`src/rtl/sharer_pkg.sv`:
```
`timescale 1ns/1ps
package sharer_pkg;

  typedef enum logic [1:0] {
    REQ_READ   = 2'd0,
    REQ_EXCL   = 2'd1,
    REQ_INVALL = 2'd2,
    REQ_READ2  = 2'd3
  } reqKind_e;

  typedef enum logic [1:0] {
    UPD_SH_UNBLK  = 2'd0,
    UPD_MOD_UNBLK = 2'd1,
    UPD_WB_DIRTY  = 2'd2,
    UPD_WB_CLEAN  = 2'd3
  } updKind_e;

  typedef enum logic [2:0] {
    OP_NONE,
    OP_ALLOC,
    OP_DEALLOC,
    OP_SOLO,
    OP_ADD,
    OP_REMOVE,
    OP_OWN
  } wrOp_e;

  typedef enum logic [1:0] {
    SRC_REQ,
    SRC_UPD,
    SRC_MGMT
  } wrSrc_e;

  typedef struct packed {
    wrOp_e  op;
    wrSrc_e src;
  } ctrlStrobe_t;

endpackage

```
`src/rtl/sharer_popcnt.sv`:
```
`timescale 1ns/1ps
module sharer_popcnt #(
  parameter int W  = 4,
  parameter int CW = 3
) (
  input  logic [W-1:0]  vec,
  output logic [CW-1:0] cnt
);
  always_comb begin
    cnt = '0;
    for (int i = 0; i < W; i++) begin
      cnt = cnt + CW'(vec[i]);
    end
  end
endmodule

```
`src/rtl/sharer_ctrl.sv`:
```
`timescale 1ns/1ps
module sharer_ctrl
  import sharer_pkg::*;
#(
  parameter int ID_W = 2
) (
  input  logic            reqValid,
  input  logic [1:0]      reqKind,
  input  logic [ID_W-1:0] reqId,
  input  logic            reqHit,
  input  logic            reqEmpty,
  input  logic            reqLineVld,
  input  logic            updValid,
  input  logic [1:0]      updKind,
  input  logic [ID_W-1:0] updId,
  input  logic            updLineVld,
  input  logic [ID_W-1:0] updOwner,
  input  logic            updMember,
  input  logic            mgmtValid,
  input  logic            mgmtAlloc,
  output ctrlStrobe_t     strobe,
  output logic            protoErr
);

  logic isInvall, isExcl, isRead;
  logic isWb, isShUnblk;

  assign isInvall  = (reqKind == REQ_INVALL);
  assign isExcl    = (reqKind == REQ_EXCL);
  assign isRead    = !isInvall && !isExcl;
  assign isWb      = (updKind == UPD_WB_DIRTY) || (updKind == UPD_WB_CLEAN);
  assign isShUnblk = (updKind == UPD_SH_UNBLK);

  // single write per cycle: mgmt, then effective update, then exclusive request
  always_comb begin
    strobe.op  = OP_NONE;
    strobe.src = SRC_REQ;
    if (mgmtValid) begin
      strobe.op  = mgmtAlloc ? OP_ALLOC : OP_DEALLOC;
      strobe.src = SRC_MGMT;
    end else if (updValid && updLineVld) begin
      strobe.src = SRC_UPD;
      unique case (updKind)
        UPD_SH_UNBLK:  strobe.op = OP_ADD;
        UPD_MOD_UNBLK: strobe.op = OP_OWN;
        default:       strobe.op = OP_REMOVE;
      endcase
    end else if (reqValid && isExcl && reqLineVld) begin
      strobe.op  = OP_SOLO;
      strobe.src = SRC_REQ;
    end
  end

  logic errRead, errInv, errUnblk, errWb;

  assign errRead  = reqValid && isRead && reqHit;
  assign errInv   = reqValid && isInvall && reqEmpty;
  assign errUnblk = updValid && updLineVld && isShUnblk && (updOwner == updId);
  assign errWb    = updValid && updLineVld && isWb && !updMember;

  assign protoErr = errRead || errInv || errUnblk || errWb;

endmodule

```
`src/rtl/sharer_datapath.sv`:
```
`timescale 1ns/1ps
module sharer_datapath
  import sharer_pkg::*;
#(
  parameter int N      = 4,
  parameter int LINES  = 8,
  parameter int ID_W   = 2,
  parameter int LINE_W = 3,
  parameter int CNT_W  = 3
) (
  input  logic              clk,
  input  logic              rstN,
  input  ctrlStrobe_t       strobe,
  input  logic              reqValid,
  input  logic [1:0]        reqKind,
  input  logic [ID_W-1:0]   reqId,
  input  logic [LINE_W-1:0] reqLine,
  input  logic [ID_W-1:0]   updId,
  input  logic [LINE_W-1:0] updLine,
  input  logic [LINE_W-1:0] mgmtLine,
  input  logic [ID_W-1:0]   mgmtId,
  output logic              reqHit,
  output logic              reqEmpty,
  output logic              reqLineVld,
  output logic              updLineVld,
  output logic [ID_W-1:0]   updOwner,
  output logic              updMember,
  output logic              fwdValid,
  output logic [N-1:0]      fwdMask,
  output logic [CNT_W-1:0]  ackWeight,
  output logic [CNT_W-1:0]  silentAcks,
  output logic              exclGrant,
  output logic [CNT_W-1:0]  pendingCount
);

  localparam logic          MULTI    = (N > 1);
  localparam logic [N-1:0]  ONE_BIT  = {{(N-1){1'b0}}, 1'b1};

  logic [N-1:0]    vecMem [LINES];
  logic [ID_W-1:0] ownMem [LINES];
  logic [LINES-1:0] vldMem;

  // ---------------- write side ----------------
  logic [LINE_W-1:0] wrLine;
  logic [ID_W-1:0]   wrId;
  logic [N-1:0]      wrOh;

  always_comb begin
    unique case (strobe.src)
      SRC_UPD:  begin wrLine = updLine;  wrId = updId;  end
      SRC_MGMT: begin wrLine = mgmtLine; wrId = mgmtId; end
      default:  begin wrLine = reqLine;  wrId = reqId;  end
    endcase
  end

  assign wrOh = ONE_BIT << wrId;

  always_ff @(posedge clk or negedge rstN) begin
    if (!rstN) begin
      vldMem <= '0;
      for (int g = 0; g < LINES; g++) begin
        vecMem[g] <= '0;
        ownMem[g] <= '0;
      end
    end else if (strobe.op != OP_NONE) begin
      for (int g = 0; g < LINES; g++) begin
        if (wrLine == LINE_W'(g)) begin
          unique case (strobe.op)
            OP_ALLOC: begin
              vldMem[g] <= 1'b1;
              vecMem[g] <= '0;
              ownMem[g] <= wrId;
            end
            OP_DEALLOC: begin
              vldMem[g] <= 1'b0;
              vecMem[g] <= '0;
            end
            OP_SOLO:   vecMem[g] <= wrOh;
            OP_ADD:    vecMem[g] <= vecMem[g] | wrOh;
            OP_REMOVE: vecMem[g] <= vecMem[g] & ~wrOh;
            OP_OWN: begin
              vecMem[g] <= wrOh;
              ownMem[g] <= wrId;
            end
            default: ;
          endcase
        end
      end
    end
  end

  // ---------------- read side ----------------
  logic [N-1:0] reqVec, reqOh, fwdSet;
  logic [CNT_W-1:0] popVec, popFwd;

  assign reqLineVld = vldMem[reqLine];
  assign reqVec     = reqLineVld ? vecMem[reqLine] : '0;
  assign reqOh      = ONE_BIT << reqId;
  assign fwdSet     = reqVec & ~reqOh;

  sharer_popcnt #(.W(N), .CW(CNT_W)) u_popVec (.vec(reqVec), .cnt(popVec));
  sharer_popcnt #(.W(N), .CW(CNT_W)) u_popFwd (.vec(fwdSet), .cnt(popFwd));

  assign reqHit     = |(reqVec & reqOh);
  assign reqEmpty   = (popVec == '0);
  assign updLineVld = vldMem[updLine];
  assign updOwner   = ownMem[updLine];
  assign updMember  = |(vecMem[updLine] & (ONE_BIT << updId));

  always_comb begin
    fwdValid     = 1'b0;
    fwdMask      = '0;
    ackWeight    = '0;
    silentAcks   = '0;
    exclGrant    = 1'b0;
    pendingCount = '0;
    if (reqValid) begin
      pendingCount = popVec;
      if (reqKind == REQ_INVALL) begin
        fwdMask  = reqVec;
        fwdValid = MULTI && (popVec != '0);
      end else if (popFwd != '0) begin
        fwdValid   = MULTI;
        fwdMask    = fwdSet;
        ackWeight  = CNT_W'(1);
        silentAcks = CNT_W'(N - 1) - popFwd;
      end else begin
        ackWeight = CNT_W'(N);
        exclGrant = 1'b1;
      end
    end
  end

endmodule

```
`src/rtl/sharer_tracker.sv`:
```
`timescale 1ns/1ps
module sharer_tracker
  import sharer_pkg::*;
#(
  parameter int NUM_CACHES = 4,
  parameter int NUM_LINES  = 8,
  localparam int ID_W   = (NUM_CACHES > 1) ? $clog2(NUM_CACHES) : 1,
  localparam int LINE_W = (NUM_LINES > 1) ? $clog2(NUM_LINES) : 1,
  localparam int CNT_W  = $clog2(NUM_CACHES + 1)
) (
  input  logic              clk,
  input  logic              rstN,
  input  logic              reqValid,
  input  logic [1:0]        reqKind,
  input  logic [ID_W-1:0]   reqId,
  input  logic [LINE_W-1:0] reqLine,
  input  logic              updValid,
  input  logic [1:0]        updKind,
  input  logic [ID_W-1:0]   updId,
  input  logic [LINE_W-1:0] updLine,
  input  logic              mgmtValid,
  input  logic              mgmtAlloc,
  input  logic [LINE_W-1:0] mgmtLine,
  input  logic [ID_W-1:0]   mgmtId,
  output logic              fwdValid,
  output logic [NUM_CACHES-1:0] fwdMask,
  output logic [CNT_W-1:0]  ackWeight,
  output logic [CNT_W-1:0]  silentAcks,
  output logic              exclGrant,
  output logic [CNT_W-1:0]  pendingCount,
  output logic              protoErr
);

  ctrlStrobe_t     strobe;
  logic            reqHit, reqEmpty, reqLineVld;
  logic            updLineVld, updMember;
  logic [ID_W-1:0] updOwner;

  sharer_ctrl #(.ID_W(ID_W)) u_ctrl (
    .reqValid  (reqValid),
    .reqKind   (reqKind),
    .reqId     (reqId),
    .reqHit    (reqHit),
    .reqEmpty  (reqEmpty),
    .reqLineVld(reqLineVld),
    .updValid  (updValid),
    .updKind   (updKind),
    .updId     (updId),
    .updLineVld(updLineVld),
    .updOwner  (updOwner),
    .updMember (updMember),
    .mgmtValid (mgmtValid),
    .mgmtAlloc (mgmtAlloc),
    .strobe    (strobe),
    .protoErr  (protoErr)
  );

  sharer_datapath #(
    .N(NUM_CACHES), .LINES(NUM_LINES), .ID_W(ID_W), .LINE_W(LINE_W), .CNT_W(CNT_W)
  ) u_dp (
    .clk         (clk),
    .rstN        (rstN),
    .strobe      (strobe),
    .reqValid    (reqValid),
    .reqKind     (reqKind),
    .reqId       (reqId),
    .reqLine     (reqLine),
    .updId       (updId),
    .updLine     (updLine),
    .mgmtLine    (mgmtLine),
    .mgmtId      (mgmtId),
    .reqHit      (reqHit),
    .reqEmpty    (reqEmpty),
    .reqLineVld  (reqLineVld),
    .updLineVld  (updLineVld),
    .updOwner    (updOwner),
    .updMember   (updMember),
    .fwdValid    (fwdValid),
    .fwdMask     (fwdMask),
    .ackWeight   (ackWeight),
    .silentAcks  (silentAcks),
    .exclGrant   (exclGrant),
    .pendingCount(pendingCount)
  );

endmodule

```
`config.mk`:
```
export PLATFORM = sky130hd
export DESIGN_NAME = sharer_tracker
export DESIGN_NICKNAME = d
export VERILOG_FILES = /design/src/rtl/sharer_pkg.sv /design/src/rtl/sharer_popcnt.sv /design/src/rtl/sharer_ctrl.sv /design/src/rtl/sharer_datapath.sv /design/src/rtl/sharer_tracker.sv
export SDC_FILE = /design/constraint.sdc
export NUM_CORES = 1
export LEC_CHECK = 0
export BUFFER_PORTS_ARGS = -buffer_cell sky130_fd_sc_hd__clkbuf_2
export CAP_MARGIN = 30
export CORE_ASPECT_RATIO = 0.9
export CORE_MARGIN = 2
export CORE_UTILIZATION = 64
export CTS_CLUSTER_DIAMETER = 200
export DETAILED_ROUTE_END_ITERATION = 10
export PLACE_DENSITY_LB_ADDON = 0.2
export SYNTH_ARGS = -nofsm -noshare
export SYNTH_HDL_FRONTEND = slang
export SYNTH_SLANG_ARGS = --single-unit
```
`constraint.sdc`:
```
create_clock -name clk -period 10.2 [get_ports clk]
set_input_delay 1.02 -clock clk [delete_from_list [all_inputs] [get_ports clk]]
set_output_delay 1.02 -clock clk [all_outputs]
set_load 0.01 [all_outputs]
```
==> key figures, run 1 <==
Timing
  • Slew margin rel.: 25.3%
  • Slew Limit Fails: 0
  • RSZ-0062 raised after global routing: no
  • Final Setup Violations: 0
  • Tcrit/Tclk final: 55.7%
  • Setup TNS: 0 ns
  • Setup Skew: roughly 0.0091 ns
  • Worst-margin pin slew: 1.11 ns
  • Final Hold Fails: 0
  • Fmax: 0.176 GHz
  • Final min period: around 5.7 ns

Layout
  • Commonest non-fill, non-tap cell in the layout: dfrtp_1
  • Area delta synth->final: 6.57%
  • Final instance area: roughly 4300 sq um
  • Most frequent cells in the layout: dfrtp_1, clkbuf_2, o31ai_1
  • Final Util: between 70% and 80%
  • Final net count: 436
  • Antenna fix cells: 0
  • Share of cells above drive strength 1: between 20 and 30%

Floorplan
  • Core Region: 6080 sq um
  • I/O Pins: 41
  • Full die area: slightly below 7000 sq um
  • Die Height: approximately 79 um
  • Die Width: ~90 um
  • Row cnt: 27
  • Starting Density: approximately two thirds

Placement
  • Final HPWL from detailed placement: 7.52 mm
  • RePlAce Congestion: 0.941
  • Port bufs: 39
  • Placed Area: between 4000 and 5000 sq um

CTS
  • Sink Count: 56
  • Clock Latency Late Sink: roughly 0.32 ns
  • CTS buffer count: 5
  • Post-CTS Hold Buffers: 0
  • Post-CTS sizing: 0
  • H-tree level count: 2
  • Max clock buf depth: 2
  • Clk root buf: clkbuf_8
  • # Post-CTS Setup Buffers: 0
  • Clk slew on worst S/H paths: roughly 0.10 ns
  • CTS tree: yes

Drt
  • Via count: 3418
  • Aggregate routed wire length: 10.2 mm
  • Initial DRT Pass Iterations: 5
  • Via-to-Cell Ratio: between 7 and 8
  • Routed len/inst: approximately 21 um
  • Initial DRC Count: 417
  • Number of routed nets with antenna violations: 0
  • DRC Markers: 0

Worst setup path
  • CP max stage delay: around 0.44 ns
  • Slowest CP cell: mux4_2
  • CP arrival: ~4.7 ns
  • CP max FO: 16
  • CP Capture Type: output port
  • CP dominant cell by count: ha_1
  • Worst Path Required: roughly 9.2 ns
  • CP Class: in -> out
  • CP cell instances: clkbuf_2 > mux4_2 > nor2_1 > a311o_1 > nor2_1 > mux2i_1 > a211oi_1 > ha_1 > ha_1 > ha_1 > or3_1 > o21ai_0 > a2111oi_0 > clkbuf_2
  • Type of origin of the critical path: input port

Logic synthesis
  • Synthesized cell area: slightly above 4000 sq um
  • Yosys top cell area share: between 30% and 40%
  • Synthesis-stage register bit count: 56
  • Synth area leaders: dfrtp_1, mux4_2, mux2_2, o31ai_1, mux2i_1
  • Top FF cell, synth: dfrtp_1
  • Netlist cell types: just over 60
  • Biggest area consumer among synthesized cells: dfrtp_1
  • Syn avg cell area: approximately 11 sq um
  • Syn. warnings: 0
  • Number of flops mapped to enable cells by yosys: 0
  • Post-synthesis sequential area ratio: 34.8%
  • Synthesized instance count: roughly 380
  • Syn_nets: between 400 and 500
  • FFs w/ async S/R, synth: 100%

Global routing
  • Gr ovfl total: 0
  • Vias in the first global route: about 3400
  • Initial antenna violation count: 0
  • Pin count of the biggest net entering global routing: 57
  • First-pass GRT wire length: 16.9 mm
  • GRT Total Usage: 32.1%

Flow run
  • Max-Cap Viols: 0

Min path
  • Hold/Removal Path Class: reg -> reg

Power and ir drop
  • Leak Pwr: approximately 1.9 nW
  • Pwr/cell area: between 100 and 150 nW/um^2
  • VDD IR max: roughly 76 uV

Run status
  • Status: finished clean
## stage by stage
| stage | hold slack, ns | worst slack [ns] | power [mW] | std cells |
|---|---|---|---|---|
| 6_report | 0.515 | 4.52 | 0.631 | 476 |
| 4_1_cts | 0.518 | 4.51 | 0.631 | 476 |
| 2_1_floorplan | 0.474 | 5.03 | 0.429 | 381 |
| 3_5_place_dp | 0.493 | 4.51 | 0.479 | 468 |
| 3_3_place_gp | 0.485 | 4.64 | 0.470 | 467 |
| 5_1_grt | 0.526 | 4.21 | 0.663 | 476 |
## worst max-delay path: cells and delay by family
family / cells / cell delay [ns]
compound gates: 4 / 1.11
fa+ha+maj: 3 / 0.75
buf+inv: 2 / 0.47
mux: 2 / 0.56
simple gates: 3 / 0.72
## synthesized netlist by cell type, drive strengths merged (3+ instances only)
library cell  number
mux4              23
and2               5
or3                3
o21ai             41
a211o              3
nor3b              3
o211ai             3
nand2             14
dfrtp             56
a21oi              7
mux2              26
buf               21
ha                 7
nand2b             7
or2               12
o31ai             32
mux2i             18
nor3               9
inv               13
o41ai              4
nor2              28
clkbuf             8
## layout make-up
cell class | instances | area (sq um)
flip-flops and latches | 56 | 1400
fillers | 443 | 1800
multi-input cells | 283 | 2400
inverters | 13 | 48.8
well taps | 72 | 90.1
clock inverters | 3 | 46.3
repair buffers | 44 | 230
clock buffers | 5 | 68.8
## sequential cells by signal, indices dropped and copies added, names as in the netlist
signal,flops
u_dp.ownMem,16
u_dp.vecMem,32
u_dp.vldMem,8
## final timing paths
check                          startpoint               to  slack (ns)  cells past startpoint
setup / recovery               reqLine[0]       fwdMask[1]        4.52                     14
hold / removal             u_dp.ownMem[2]   u_dp.ownMem[2]        0.52                      1
setup reg to reg           u_dp.vldMem[4]  u_dp.vecMem[25]        7.52                      6
hold reg to reg            u_dp.ownMem[2]   u_dp.ownMem[2]        0.52                      1
max in group asynchronous            rstN   u_dp.ownMem[0]        8.90                      2
min in group asynchronous            rstN   u_dp.vecMem[2]        0.83                      2
## report_power, final
group	leakage [nW]	internal [mW]	switching, mW
Clock	0.0600	0.0746	0.0795
Sequential	0.743	0.262	0.0285
Combinational	1.07	0.0868	0.100
Total	1.88	0.423	0.208
## logic make-up after synthesis
logic type,count (synthesis),share of synthesized area [%]
other,1,0.0933
AOI/OAI and AO/OA,112,19.8
adders and majority gates,8,2.68
and+or+nand+nor,95,12.5
muxes,67,24.6
DFF,56,34.8
buffers and inverters,42,5.48
## per-layer routing
metal  GRT usage (%)  share of wire [%]  vias up
met5               0                  0        -
met4            12.8                2.4        0
met3            4.37                8.2       23
met2            50.6                 47      182
met1            45.0                 42     1701
li1                -                  -     1512
No activity file was read; power rests on OpenSTA's default activity.
==> run 2, diff against run 1 <==
Settings changed: CORE_UTILIZATION 64 to 60.
Clock period 10.2 ns to 5.9 ns, I/O delays scaled along.
==> run 2 against run 1 <==
Compared with the run above: sequential share of layout area down 0.17 points; clock power rose by 74%; critical path depth stayed put; largest power group unchanged; register-to-register slack got worse by 4.4 ns; cell area rose by 0.53%; setup slack got worse by 3.6 ns; combinational power rose by 73%; die area increased by 6.3%; utilization down 4.4 points; sequential cell count did not move.
==> key figures, run 2 (same netlist as run 1, synthesis figures left out) <==
Run status
  • Status: finished clean

Floorplan
  • Die Height: roughly 80 um
  • Full die area: 7370 sq um
  • Starting Density: roughly 62%
  • Row cnt: 28
  • I/O Pins: 41
  • Core Region: ~6500 sq um
  • Die Width: 90.3 um

Layout
  • Post-route insts no fill: roughly 500
  • Final instance area: ~4300 sq um
  • Largest Register: u_dp.vecMem
  • Antenna fix cells: 0
  • Commonest non-fill, non-tap cell in the layout: dfrtp_1
  • Most frequent cells in the layout: dfrtp_1, clkbuf_2, o31ai_1
  • Area delta synth->final: 7.13%
  • Biggest registers after layout: u_dp.vecMem x32, u_dp.ownMem x16, u_dp.vldMem x8
  • Final net count: approximately 440
  • # fillers: 540
  • Share of cells above drive strength 1: 29.0%
  • Largest register FFs: 32

Drt
  • DRC Markers: 0
  • Number of routed nets with antenna violations: 0
  • Via count: 3360
  • Aggregate routed wire length: between 10 and 15 mm
  • Initial DRC Count: between 300 and 400
  • Initial DRT Pass Iterations: 5
  • Via-to-Cell Ratio: approximately 6.8
  • Routed len/inst: ~21 um

CTS
  • H-tree level count: 2
  • Post-CTS sizing: 0
  • # Post-CTS Setup Buffers: 0
  • Post-CTS Hold Buffers: 0
  • Clk slew on worst S/H paths: ~0.11 ns
  • Max clock buf depth: 2
  • Clock Latency Late Sink: approximately 0.32 ns
  • CTS buffer count: 5
  • Sink Count: 56
  • Clk root buf: clkbuf_8
  • CTS tree: yes

Worst setup path
  • Worst Path Required: about 5.3 ns
  • Type of origin of the critical path: input port
  • CP Capture Type: output port
  • CP arrival: approximately 4.4 ns
  • CP Class: in -> out
  • CP max FO: 16

Placement
  • Placed Area: roughly 4200 sq um
  • RePlAce Congestion: about 0.92
  • Dpl cells: around 500
  • Final HPWL from detailed placement: roughly 7.4 mm
  • Port bufs: 39

Global routing
  • Vias in the first global route: 3267
  • First-pass GRT wire length: about 17 mm
  • Initial antenna violation count: 0
  • Gr ovfl total: 0
  • GRT Total Usage: between 20 and 30%
  • Pin count of the biggest net entering global routing: 57

Power and ir drop
  • Pwr/cell area: 254 nW/um^2
  • Total power: between 1 and 1.5 mW
  • Internal power: approximately 0.73 mW
  • VDD IR max: 201 uV
  • Combinational fraction of design power: 29.6%
  • Sw frac: 33.2%
  • Switching Power: approximately 0.36 mW
  • Flop pwr share: 45.9%
  • Clock power share: between 20% and 30%
  • Leak Pwr: roughly 1.9 nW

Timing
  • Final Setup Violations: 0
  • Slew margin rel.: between 30 and 40%
  • Setup Skew: just over 0.007 ns
  • RSZ-0062 raised after global routing: no
  • Slew Limit Fails: 0
  • Worst-margin pin slew: about 1 ns
  • Setup TNS: 0 ns
  • WHS: 0.391 ns
  • Tcrit/Tclk final: a little over four fifths
  • Fmax: 0.203 GHz
  • Final min period: ~5 ns
  • Final Hold Fails: 0

Flow run
  • Max-Cap Viols: 0

Min path
  • Hold/Removal Path Class: in -> async
-- run 2: area by class of cell --
type                            count  area, sq um  area share, %
Clock buffer                        5         68.8           1.60
Clock inverter                      3         46.3           1.07
Inverter                           13         48.8           1.13
Multi-Input combinational cell    283         2400           55.7
Sequential cell                    56         1400           32.5
Tap cell                           90          113           2.61
Timing Repair Buffer               44          230           5.34
-- run 2: path summary, 6_finish.rpt --
| path | startpoint | to | slack (ns) | depth (start not counted) |
|---|---|---|---|---|
| worst max-delay path | reqLine[0] | fwdMask[1] | 0.96 | 14 |
| worst min-delay path | rstN | u_dp.vecMem[11] | 0.39 | 2 |
| worst max register to register | u_dp.vldMem[5] | u_dp.vecMem[21] | 3.09 | 6 |
| worst min register to register | u_dp.ownMem[15] | u_dp.ownMem[15] | 0.52 | 1 |
| max in group asynchronous | rstN | u_dp.vldMem[6] | 5.03 | 2 |
| min in group clk | u_dp.ownMem[15] | u_dp.ownMem[15] | 0.52 | 1 |
-- run 2: metrics by stage --
| step | setup slack (ns) | util [%] |
|---|---|---|
| 5_1_grt | 0.704 | 66.1 |
| 2_1_floorplan | 1.59 | - |
| 3_5_place_dp | 0.977 | 64.3 |
| 3_3_place_gp | 1.19 | 64.3 |
| 6_report | 0.962 | 66.1 |
| 4_1_cts | 0.949 | 66.1 |
-- run 2: layer usage --
metal	vias up	routed length, um	global-route usage (%)
li1	1508	-	-
met1	1649	4450	38.9
met2	176	4810	48.0
met3	27	801	5.87
met4	0	223	11.2
met5	-	0	0
-- run 2: critical path, stage by stage --
cell and delay (ns):
clkbuf_2 0.42, nor2b_1 0.11, a2111oi_0 0.55, a311o_1 0.43, nor2_1 0.18, mux2i_1 0.17, a211oi_1 0.10, ha_1 0.19
or2_2 0.29, ha_1 0.30, or3_1 0.35, o21ai_0 0.36, a2111oi_0 0.14, clkbuf_2 0.15
-- run 2: power groups by stage --
stage / clock [mW] / sequential, mW / combinational (mW)
finish: 0.268 / 0.502 / 0.324
global route: 0.288 / 0.510 / 0.352
CTS: 0.269 / 0.501 / 0.322
detailed placement: 0 / 0.508 / 0.320
global placement: 0 / 0.503 / 0.311
floorplan: 0 / 0.490 / 0.251
==> run 3, diff against run 2 <==
Settings changed: CORE_UTILIZATION 60 to 54.
Clock period 5.9 ns to 4.05 ns, I/O delays scaled along.
==> run 3 against run 2 <==
Compared with the run above: setup slack got worse by 0.89 ns; cell count increased by 3.4%; die area increased by 11%; hold slack got worse by 0.18 ns; critical path depth unchanged; power increased by 44%; clock-buffer cell count increased by 1; non-clock buffer count increased by 14; sequential cell count unchanged; cell area increased by 4.6%; utilization decreased by 3.1 points; clock power increased by 19%; largest cell class unchanged.
==> key figures, run 3 (same netlist as run 1, synthesis figures left out) <==
Run status
  • Status: finished clean

Drt
  • Number of routed nets with antenna violations: 0
  • Initial DRT Pass Iterations: 6
  • Via count: between 3000 and 4000
  • Aggregate routed wire length: between 10 and 15 mm
  • Routed len/inst: 20.6 um
  • Via-to-Cell Ratio: between 6 and 7
  • DRC Markers: 0
  • Initial DRC Count: between 300 and 400

Global routing
  • GRT Total Usage: 27.2%
  • First-pass GRT wire length: between 15 and 20 mm
  • Vias in the first global route: 3321
  • Gr ovfl total: 0
  • Pin count of the biggest net entering global routing: 57
  • Initial antenna violation count: 0

Placement
  • Port bufs: 39
  • RePlAce Congestion: 0.869
  • Dpl cells: 499
  • Final HPWL from detailed placement: 7.63 mm
  • Pre-CTS setup slack: ~0.038 ns

Floorplan
  • Die Width: between 90 and 100 um
  • Die Height: 85.9 um
  • I/O Pins: between 40 and 50
  • Row cnt: 29
  • Core Region: 7150 sq um
  • Full die area: 8150 sq um
  • Starting Density: 56.3%

Worst setup path
  • CP arrival: between 3 and 4 ns
  • CP Class: reg -> out
  • CP Capture Type: output port
  • R2R depth: 7
  • Reg2reg setup slack: between 1 and 1.5 ns
  • R2R Path Start: u_dp.vldMem[6]
  • RR Endpoint: u_dp.ownMem[10]
  • CP Launch Point: u_dp.vldMem[6]
  • Type of origin of the critical path: flip-flop
  • Worst Path Required: ~3.6 ns
  • CP Capture Point: fwdMask[1]
  • CP max FO: 5

Timing
  • Fmax: about 0.25 GHz
  • Final min period: a little under 4 ns
  • Final Hold Fails: 0
  • Final Setup Violations: 0
  • Slew margin rel.: between 30% and 40%
  • Setup Skew: a little under 0.01 ns
  • WHS: ~0.21 ns
  • Fin worst setup slack: between 0.07 and 0.08 ns
  • Tcrit/Tclk final: between 90% and 100%
  • Worst-margin pin slew: a little under 1 ns
  • Slew Limit Fails: 0
  • Setup TNS: 0 ns

Layout
  • # fillers: about 600
  • Share of cells above drive strength 1: about a third
  • Most frequent cells in the layout: dfrtp_1, clkbuf_2, o31ai_1
  • Area delta synth->final: 12.1%
  • Largest register FFs: 32
  • Final net count: 450
  • Largest Register: u_dp.vecMem
  • Post-route insts no fill: between 500 and 600
  • Commonest non-fill, non-tap cell in the layout: dfrtp_1
  • Biggest registers after layout: u_dp.vecMem x32, u_dp.ownMem x16, u_dp.vldMem x8
  • Antenna fix cells: 0

CTS
  • Sink Count: 56
  • Clk slew on worst S/H paths: between 0.1 and 0.15 ns
  • CTS tree: yes
  • CTS buffer count: 5
  • Max clock buf depth: 2
  • H-tree level count: 2
  • Clock Latency Late Sink: 0.32 ns
  • Clk root buf: clkbuf_8
  • Post-CTS Hold Buffers: 0

Power and ir drop
  • Leak Pwr: a little under 2 nW
  • Pwr/cell area: 349 nW/um^2
  • Total power: 1.57 mW
  • VDD IR max: roughly 190 uV

Min path
  • Hold/Removal Path Class: in -> async

Flow run
  • Max-Cap Viols: 0
-- run 3: report_power, final --
part           internal (mW)  switching, mW  total [mW]  leakage, nW
Combinational          0.251          0.271       0.522         1.15
Clock                  0.124          0.195       0.318       0.0414
Sequential             0.659         0.0733       0.733        0.743
Total                   1.03          0.539        1.57         1.94
-- run 3: area by class of cell --
| cell class | instances | area, sq um | area share [%] |
|---|---|---|---|
| clock inverters | 2 | 16.3 | 0.361 |
| multi-input cells | 283 | 2500 | 55.4 |
| inverters | 13 | 48.8 | 1.08 |
| repair buffers | 58 | 354 | 7.86 |
| well taps | 93 | 116 | 2.58 |
| clock buffers | 6 | 72.6 | 1.61 |
| flip-flops and latches | 56 | 1400 | 31.1 |
-- run 3: per-layer routing --
metal | wire [um] | global-route usage, %
met1 | 4640 | 39.2
met2 | 4800 | 41.1
met3 | 896 | 5.18
met4 | 180 | 9.88
met5 | 0 | 0
-- run 3: critical path, cell delays in order, from the launching register on --
cell	delay [ns]
dfrtp_1	0.43
mux4_2	0.26
nor2_1	0.04
a311o_2	0.39
nor2_4	0.15
mux2i_1	0.08
a211oi_1	0.24
ha_1	0.28
ha_1	0.20
ha_1	0.29
or3_4	0.14
o21ai_4	0.06
buf_4	0.14
a2111oi_2	0.35
buf_2	0.19
-- run 3: repair_timing --
action / in CTS / in global routing
pin swaps: 1 / 3
setup buffers: 0 / 4
setup endpoints to repair: 5 / 7
hold endpoints to repair: 0 / 0
gates resized for setup: 3 / 20
-- run 3: metrics by stage --
stage          utilization (%)  area [sq um]
6_report                  63.0          4510
3_5_place_dp              60.0          4290
5_1_grt                   63.0          4510
4_1_cts                   61.4          4390
2_1_floorplan                -          4020
3_3_place_gp              59.9          4280
-- run 3: how the worst min path moves through the flow --
stage	to	slack [ns]	cells after the start
6_report	u_dp.vecMem[30]	0.21	2
5_1_grt	u_dp.vecMem[5]	0.26	2
4_1_cts	u_dp.vecMem[4]	0.24	2
3_5_place_dp	u_dp.ownMem[11]	0.49	1
3_3_place_gp	u_dp.ownMem[8]	0.48	1
2_1_floorplan	u_dp.ownMem[0]	0.11	0
